## src/rtl/pmst_pkg.sv

```systemverilog
package pmst_pkg;

  typedef enum logic [1:0] {
    OP_ALLOC   = 2'd0,
    OP_UPDATE  = 2'd1,
    OP_RETIRE  = 2'd2,
    OP_NONE    = 2'd3
  } pmst_op_e;

  // Strobes from control to the entry registers
  typedef struct packed {
    logic fill;   // write full entry, valid set
    logic clear;  // drop valid bit only
  } pmst_strobe_t;

endpackage

```

## src/rtl/pmst_ctrl.sv

```systemverilog
module pmst_ctrl
  import pmst_pkg::*;
#(
  parameter int NUM_ENTRIES = 4,
  parameter int IDX_W       = 2
) (
  input  logic                   clk,
  input  logic                   rst,
  input  logic                   wrEn,
  input  logic [1:0]             wrOp,
  input  logic [IDX_W-1:0]       wrIdx,
  input  logic [NUM_ENTRIES-1:0] validVec,
  output pmst_strobe_t           strobe,
  output logic                   freeValid,
  output logic [IDX_W-1:0]       freeIdx
);

  logic idxInRange;
  pmst_op_e opCode;

  assign opCode     = pmst_op_e'(wrOp);
  assign idxInRange = {1'b0, wrIdx} < (IDX_W+1)'(NUM_ENTRIES);

  always_comb begin
    strobe.fill  = wrEn && idxInRange && (opCode == OP_ALLOC || opCode == OP_UPDATE);
    strobe.clear = wrEn && idxInRange && (opCode == OP_RETIRE);
  end

  // Lowest free slot, taken from committed state
  always_comb begin
    freeValid = 1'b0;
    freeIdx   = '0;
    for (int i = NUM_ENTRIES-1; i >= 0; i--) begin
      if (!validVec[i]) begin
        freeValid = 1'b1;
        freeIdx   = IDX_W'(i);
      end
    end
  end

  // reported slot is really free, and a full table reports none
  p_free_slot_r9: assert property (@(posedge clk) disable iff (rst)
    freeValid |-> !validVec[freeIdx]);
  p_full_table_r9: assert property (@(posedge clk) disable iff (rst)
    !freeValid |-> (&validVec));

endmodule

```

## src/rtl/pmst_datapath.sv

```systemverilog
module pmst_datapath
  import pmst_pkg::*;
#(
  parameter int NUM_ENTRIES = 4,
  parameter int NUM_PORTS   = 5,
  parameter int IDX_W       = 2,
  parameter int SET_W       = 3,
  parameter int PAY_W       = 16,
  parameter int SET_LSB     = 9,
  parameter bit WRITE_FIRST = 1'b0
) (
  input  logic                             clk,
  input  logic                             rst,
  input  pmst_strobe_t                     strobe,
  input  logic [IDX_W-1:0]                 wrIdx,
  input  logic [PAY_W-1:0]                 wrPayload,
  input  logic [NUM_PORTS*SET_W-1:0]       lkSet,
  output logic [NUM_ENTRIES-1:0]           validVec,
  output logic [NUM_PORTS-1:0]             lkHit,
  output logic [NUM_PORTS*IDX_W-1:0]       lkIdx,
  output logic [NUM_PORTS*(PAY_W+1)-1:0]   lkEntry
);

  localparam int ENTRY_W = PAY_W + 1;
  localparam int VLD     = ENTRY_W - 1;
  localparam int SET_MSB = SET_LSB + SET_W - 1;

  logic [NUM_ENTRIES-1:0][ENTRY_W-1:0] store;
  logic [NUM_ENTRIES-1:0][ENTRY_W-1:0] view;

  for (genvar e = 0; e < NUM_ENTRIES; e++) begin : g_entry
    logic         selHere;
    logic [ENTRY_W-1:0] nextVal;

    assign selHere = (strobe.fill || strobe.clear) && (wrIdx == IDX_W'(e));
    assign nextVal = strobe.fill ? {1'b1, wrPayload} : {1'b0, store[e][PAY_W-1:0]};

    always_ff @(posedge clk or posedge rst) begin
      if (rst)          store[e] <= '0;
      else if (selHere) store[e] <= nextVal;
    end

    if (WRITE_FIRST) begin : g_bypass
      assign view[e] = selHere ? nextVal : store[e];
    end else begin : g_ordered
      assign view[e] = store[e];
    end

    assign validVec[e] = store[e][VLD];
  end

  for (genvar p = 0; p < NUM_PORTS; p++) begin : g_port
    logic [NUM_ENTRIES-1:0] matchVec;
    logic [IDX_W-1:0]       selIdx;
    logic [SET_W-1:0]       query;

    assign query = lkSet[p*SET_W +: SET_W];

    always_comb begin
      for (int i = 0; i < NUM_ENTRIES; i++)
        matchVec[i] = view[i][VLD] && (view[i][SET_MSB:SET_LSB] == query);
    end

    always_comb begin
      selIdx = '0;
      for (int i = NUM_ENTRIES-1; i >= 0; i--)
        if (matchVec[i]) selIdx = IDX_W'(i);
    end

    assign lkHit[p]                     = |matchVec;
    assign lkIdx[p*IDX_W +: IDX_W]       = selIdx;
    assign lkEntry[p*ENTRY_W +: ENTRY_W] = view[selIdx];

    // a reported hit always carries a live entry of the queried set
    p_hit_match_r6: assert property (@(posedge clk) disable iff (rst)
      lkHit[p] |-> (lkEntry[p*ENTRY_W + VLD] &&
                    lkEntry[p*ENTRY_W + SET_LSB +: SET_W] == query));
  end

  // a fill commits the full entry at the addressed slot
  p_fill_commit_r2: assert property (@(posedge clk) disable iff (rst)
    strobe.fill |=> store[$past(wrIdx)] == {1'b1, $past(wrPayload)});
  // a retire leaves the addressed slot invalid
  p_retire_drop_r4: assert property (@(posedge clk) disable iff (rst)
    strobe.clear |=> !validVec[$past(wrIdx)]);
  // with no strobe the table holds still
  p_idle_hold_r5: assert property (@(posedge clk) disable iff (rst)
    !(strobe.fill || strobe.clear) |=> $stable(store));

endmodule

```

## src/rtl/pmst_table.sv

```systemverilog
module pmst_table
  import pmst_pkg::*;
#(
  parameter int NUM_ENTRIES = 4,
  parameter int NUM_PORTS   = 5,
  parameter int TAG_W       = 4,
  parameter int SET_W       = 3,
  parameter int THR_W       = 2,
  parameter int STATE_W     = 2,
  parameter int ACK_W       = 3,
  parameter bit WRITE_FIRST = 1'b0,
  localparam int IDX_W      = (NUM_ENTRIES > 1) ? $clog2(NUM_ENTRIES) : 1,
  localparam int SET_LSB    = THR_W + 1 + STATE_W + 1 + ACK_W,
  localparam int PAY_W      = TAG_W + SET_W + SET_LSB,
  localparam int ENTRY_W    = PAY_W + 1
) (
  input  logic                         clk,
  input  logic                         rst,
  input  logic                         wrEn,
  input  logic [1:0]                   wrOp,
  input  logic [IDX_W-1:0]             wrIdx,
  input  logic [PAY_W-1:0]             wrPayload,
  input  logic [NUM_PORTS*SET_W-1:0]   lkSet,
  output logic [NUM_PORTS-1:0]         lkHit,
  output logic [NUM_PORTS*IDX_W-1:0]   lkIdx,
  output logic [NUM_PORTS*ENTRY_W-1:0] lkEntry,
  output logic                         freeValid,
  output logic [IDX_W-1:0]             freeIdx
);

  pmst_strobe_t           strobe;
  logic [NUM_ENTRIES-1:0] validVec;

  pmst_ctrl #(
    .NUM_ENTRIES(NUM_ENTRIES),
    .IDX_W      (IDX_W)
  ) u_ctrl (
    .clk      (clk),
    .rst      (rst),
    .wrEn     (wrEn),
    .wrOp     (wrOp),
    .wrIdx    (wrIdx),
    .validVec (validVec),
    .strobe   (strobe),
    .freeValid(freeValid),
    .freeIdx  (freeIdx)
  );

  pmst_datapath #(
    .NUM_ENTRIES(NUM_ENTRIES),
    .NUM_PORTS  (NUM_PORTS),
    .IDX_W      (IDX_W),
    .SET_W      (SET_W),
    .PAY_W      (PAY_W),
    .SET_LSB    (SET_LSB),
    .WRITE_FIRST(WRITE_FIRST)
  ) u_datapath (
    .clk      (clk),
    .rst      (rst),
    .strobe   (strobe),
    .wrIdx    (wrIdx),
    .wrPayload(wrPayload),
    .lkSet    (lkSet),
    .validVec (validVec),
    .lkHit    (lkHit),
    .lkIdx    (lkIdx),
    .lkEntry  (lkEntry)
  );

endmodule

```

## config.mk

```make
export PLATFORM = sky130hd
export DESIGN_NAME = pmst_table
export DESIGN_NICKNAME = d
export VERILOG_FILES = /design/src/rtl/pmst_pkg.sv /design/src/rtl/pmst_ctrl.sv /design/src/rtl/pmst_datapath.sv /design/src/rtl/pmst_table.sv
export SDC_FILE = /design/constraint.sdc
export NUM_CORES = 1
export LEC_CHECK = 0
export CAP_MARGIN = 25
export CORE_ASPECT_RATIO = 1.75
export CORE_UTILIZATION = 51
export DETAILED_ROUTE_END_ITERATION = 10
export GPL_ROUTABILITY_DRIVEN = 0
export PLACE_DENSITY = 0.82
export SYNTH_ARGS = -nofsm -noshare
export SYNTH_HDL_FRONTEND = slang
export SYNTH_SLANG_ARGS = --single-unit
```

## constraint.sdc

```tcl
create_clock -name clk -period 2.9 [get_ports clk]
set_input_delay 0.435 -clock clk [delete_from_list [all_inputs] [get_ports clk]]
set_output_delay 0.435 -clock clk [all_outputs]
set_load 0.03 [all_outputs]
```

==> impl_metrics.toml, run 1 <==
[status]
status = "finished, violations left"
violations = "setup timing"

[yosys]
muxShareOfSynthArea = 0.387
synth-xor-area-share = 0.0880
syn_area_um2 = 5970
synth_top_area_cell = "dfrtp_1"
synth_ff_type = "dfrtp_1"
yosys.area.top_type_share = 0.285
synth_seq_area_share = 0.285
ys_ff_latch = 68
synth-simple-area-share = 0.0960
ys_top_cells_by_count = "68 x dfrtp_1, 60 x xnor2_1, 54 x mux2_2"
syn_nets = 504
synth_top_family_by_area = "multiplexers"
synth_compound_area_frac = 0.0648
ys_async_sr_fraction = 1.00
synthTopCellsByArea = "dfrtp_1 29%, mux4_1 15%, mux4_2 14%, mux2_2 10%, xnor2_1 8.8%"
synth_most_common_cell = "dfrtp_1"
postSynthCellCount = 466
synthAdderAreaFrac = 0
synth.distinct_cells = 39
synth_warnings = 0
synth_area_per_cell_um2 = 12.8
synth_edf_count = 0

[floorplan]
start_util = 0.532
die_w_um = 83.8
rows = 51
ios = 141
fp.dieArea_um2 = 12200
core_um2 = 11200
fp.dieH_um = 145

[clocking]
path_clk_slew_ns = 0.06
clkLatencyLatePin_ns = 0.34
htreeDepth = 3
clk_path_buf_depth = 2
tritoncts = "yes"
cts.sinks = 68
ctsHoldBuffers = 0
cts_buffers = 9
cts-root-buf = "clkbuf_16"

[power]
vdd_ir_drop_max_mv = 0.951
power.total_mw = 8.21
p_leak_nw = 3.68
powerDensity_nw_per_um2 = 922

[finish]
antenna_cells = 0
syn2layout_area_growth_pct = 49.1
nFillCells = 604
regArea_um2 = 1720
fin_area_um2 = 8900
layout-drive-gt1-share = 0.615
final_cells = 807
nNetsFinal = 708
multi_input_area_um2 = 4150

[routing]
viasPerCell = 7.16
first_iter_violations = 582
route.detailed.drc = 0
wire_per_inst_um = 29.8
drt_wl_total_mm = 24.0
drtPass1Iterations = 5
ant_nets = 0
vias = 5782

[setup_path]
critical_path_arrival_ns = 2.74
critPathKind = "reg2out"
cp-end-kind = "primary output"
cp_max_fo = 11
cp.required_ns = 2.47
startpoint_type = "flop"

[global_route]
grtUsageTotal = 0.351
antenna_found_initial = 0
grt_remaining_overflow = 0
grt_pass1_vias = 5731
grt_pass1_wl_mm = 32.7
grt_max_degree = 36

[place]
placed_cell_area_um2 = 7700
hpwl_mm = 14.0
io_buffer_count = 140
dpl.cell_count = 750

[sta]
setup_ws_ns = -0.279
skew_ns = 0
maxSlewViolCount = 0
tns_ns = -8.25
timing.slew.headroom = 0.479
finalSetupViolCount = 75
layout_min_cycle_time_ns = 3.18
finalCritPeriodShare = 1.10
worst_slew_pin_slew_ns = 0.780
finalHoldViolCount = 0
timing.fmax_mhz = 315
rsz0062_at_grt = "true"

[run]
drv_cap = 0

[worst_hold_path]
hp-class = "in2async"
==> metrics by stage <==
stage                      util  setup WS, ns  hold slack [ns]
final                     0.793        -0.279            0.558
after global routing      0.793        -0.278            0.622
after CTS                 0.750        -0.118            0.591
after detailed placement  0.686        -0.631            0.574
after global placement    0.686        -0.581            0.550
after floorplan               -         0.140            0.532
==> layout by cell type, fill, tap and decap left out, types with 18 or more instances in the layout <==
cell type	n
buf_4	105
buf_6	70
mux4_2	60
dfrtp_1	57
mux2_2	54
xnor2_1	38
nand4_1	33
clkdlybuf4s50_1	28
xnor2_2	18
buf_12	18
==> where the power goes <==
group	switching (mW)	total (mW)	internal, mW
clock	0.418	1.24	0.824
sequential	0.471	1.63	1.16
combinational	2.77	5.34	2.57
==> registers in the layout (all words and copies together), names as in the netlist <==
signal / cells
u_datapath.store: 64
u_datapath.validVec: 4
==> cell families after synthesis <==
kind of cell	count (synthesis)
muxes	124
and+or+nand+nor	91
buffers and inverters	73
DFF	68
xor gates and xnor gates	60
AOI/OAI and AO/OA	50
==> worst paths after layout <==
path	slack, ns	cells after the start	startpoint	to
max	-0.28	7	u_datapath.store[45]	lkEntry[4]
min	0.56	2	rst	u_datapath.store[34]
max reg2reg	1.65	3	u_datapath.store[62]	u_datapath.store[62]
min reg2reg	0.61	1	u_datapath.store[37]	u_datapath.store[37]
max in group asynchronous	1.65	3	rst	u_datapath.store[45]
min in group clk	0.61	1	u_datapath.store[37]	u_datapath.store[37]
==> metal layers <==
| metal | part of all wire | GRT usage |
|---|---|---|
| met3 | 0.090 | 0.0501 |
| met2 | 0.51 | 0.602 |
| met5 | 0 | 0 |
| met4 | 0.069 | 0.207 |
| met1 | 0.33 | 0.414 |
==> repair_timing <==
item | 4_1_cts | 5_1_grt
gates resized for setup | 347 | 145
pin swaps | 22 | 30
gates cloned | 0 | 3
setup buffers | 21 | 18
endpoints found under the setup margin | 81 | 82
==> critical path, cell delays in order, from the launching register on <==
cell and delay (ns):
dfrtp_2 0.50, buf_4 0.18, xnor2_1 0.26, nand4_1 0.23, a21oi_4 0.25, buf_12 0.19
mux4_1 0.60, buf_4 0.19
==> cell type report <==
cell class,instances,area share
Sequential cell,68,0.193
Clock inverter,3,0.00759
Multi-Input combinational cell,325,0.466
Clock buffer,13,0.0304
Tap cell,132,0.0186
Timing Repair Buffer,251,0.279
Inverter,15,0.00632
No activity file was read; power rests on OpenSTA's default activity.
==> run 2, diff against run 1 <==
--- a/config.mk
+++ b/config.mk
@@ -8,6 +8,7 @@
 export CAP_MARGIN = 25
 export CORE_ASPECT_RATIO = 1.75
 export CORE_UTILIZATION = 51
+export CTS_BUF_LIST = sky130_fd_sc_hd__clkbuf_16
 export DETAILED_ROUTE_END_ITERATION = 10
 export GPL_ROUTABILITY_DRIVEN = 0
 export PLACE_DENSITY = 0.82
==> run 2 against run 1 <==
Effect of this change:
- the run still ends with setup timing left
- cell area fell by 1.5%
- clock skew unchanged
- critical path depth stayed put
- routed wire length down 6.2%
- count of clock-buffer cells in the layout fell by 4
- first-iteration DRC count is 15% higher
- setup slack gained 0.18 ns
- via count down 2.7%
- core utilization decreased by 1.2 points
- sequential share of layout area increased by 0.29 points
- maximum frequency rose by 6.1%
- register-to-register slack gained 0.12 ns
==> impl_metrics.toml, run 2 (synthesized netlist as in run 1, its figures left out) <==
[sta]
finalHoldViolCount = 0
maxSlewViolCount = 0
finalSetupViolCount = 61
layout_min_cycle_time_ns = 3.00
skew_ns = 0
finalCritPeriodShare = 1.03
worst_slew_pin_slew_ns = 0.798
setup_ws_ns = -0.0963
rsz0062_at_grt = "true"
hold_slack_ns = 0.571
timing.slew.headroom = 0.467
timing.fmax_mhz = 334
tns_ns = -2.33

[finish]
fin_area_um2 = 8770
nNetsFinal = 694
final_cell_mix = "91 x buf_4, 67 x buf_6, 62 x mux4_2"
largest-register = "u_datapath.store"
syn2layout_area_growth_pct = 46.9
nFillCells = 608
largest_register_ffs = 64
antenna_cells = 0
layout-drive-gt1-share = 0.604
final_common_cell = "buf_4"

[clocking]
cts-root-buf = "clkbuf_16"
cts_buffers = 9
cts.sinks = 68
htreeDepth = 3
path_clk_slew_ns = 0.06
clkLatencyLatePin_ns = 0.33
clk_path_buf_depth = 2
tritoncts = "yes"

[power]
internal-power_mw = 4.45
pwr-share-seq = 0.205
pwr-share-comb = 0.653
p_leak_nw = 3.60
power.share.switching = 0.445
p_sw_mw = 3.57
vdd_ir_drop_max_mv = 0.648
clockPowerShare = 0.143
powerDensity_nw_per_um2 = 914

[setup_path]
critPathKind = "reg2out"
cp_max_fo = 6
cp_common_cell = "buf_12"
worst-path-buf-inv = 3
critical-path-top-delay-family = "multiplexers"
startpoint_type = "flop"
crit_chain = "xnor2_2 -> nand4_1 -> a21oi_4 -> buf_12 -> buf_12 -> mux4_2 -> buf_6"
cpPeakStageDelay_ns = 0.54
critical_path_arrival_ns = 2.56
cpMaxStageDelayCell = "mux4_2"
cp-end-kind = "primary output"
cp.required_ns = 2.47

[status]
status = "finished, violations left"
violations = "setup timing"

[floorplan]
ios = 141
die_w_um = 83.8
core_um2 = 11200
fp.dieH_um = 145
rows = 51
start_util = 0.532
fp.dieArea_um2 = 12200

[routing]
viasPerCell = 7.09
wire_per_inst_um = 28.4
drtPass1Iterations = 5
ant_nets = 0
route.detailed.drc = 0
first_iter_violations = 670
drt_wl_total_mm = 22.5
vias = 5624

[place]
placed_cell_area_um2 = 7700
io_buffer_count = 140
pre_cts_ws_ns = -0.631
hpwl_mm = 14.0

[global_route]
antenna_found_initial = 0
grtUsageTotal = 0.350
grt_pass1_wl_mm = 32.3
grt_remaining_overflow = 0
grt_pass1_vias = 5646
grt_max_degree = 36

[worst_hold_path]
hp-class = "in2async"

[run]
drv_cap = 0
-- run 2: per-layer routing --
metal | GRT usage | wire length, um | vias up
met2 | 0.598 | 11700 | 507
met4 | 0.210 | 1340 | 0
li1 | - | - | 2206
met1 | 0.407 | 7420 | 2775
met3 | 0.0569 | 2070 | 136
met5 | 0 | 0 | -
-- run 2: final timing paths --
check | start | to | slack [ns] | depth (start not counted)
hold reg to reg | u_datapath.store[37] | u_datapath.store[37] | 0.62 | 1
max in group asynchronous | rst | u_datapath.store[61] | 1.63 | 3
hold / removal | rst | u_datapath.store[34] | 0.57 | 2
setup reg to reg | u_datapath.store[45] | u_datapath.store[45] | 1.77 | 2
min in group clk | u_datapath.store[37] | u_datapath.store[37] | 0.62 | 1
setup / recovery | u_datapath.store[44] | lkEntry[45] | -0.1 | 7
-- run 2: layout make-up --
type	count	area, um^2	share of cell area
multi-input cells	325	4120	0.470
well taps	132	165	0.0188
repair buffers	237	2400	0.274
inverters	15	56.3	0.00642
clock buffers	9	225	0.0257
clock inverters	7	82.6	0.00942
flip-flops and latches	68	1720	0.196
-- run 2: what timing repair did --
item	4_1_cts	5_1_grt
gates resized for setup	376	115
buffers inserted	22	5
endpoints found under the setup margin	81	81
hold buffers	0	0
pin swaps	27	19
hold endpoints to repair	0	0
gates cloned	0	2
-- run 2: metrics by stage --
stage	instances	util	power [mW]
after floorplan	466	-	4.35
after global placement	750	0.686	5.99
after detailed placement	750	0.686	6.10
after CTS	788	0.745	7.46
after global routing	793	0.781	8.23
final	793	0.781	8.01
-- run 2: power by group through the flow --
stage | clock network, mW | registers, mW | logic [mW]
floorplan | 0 | 1.33 | 3.02
global placement | 0 | 1.51 | 4.48
detailed placement | 0 | 1.54 | 4.55
CTS | 1.14 | 1.56 | 4.76
global route | 1.18 | 1.65 | 5.39
finish | 1.14 | 1.64 | 5.23
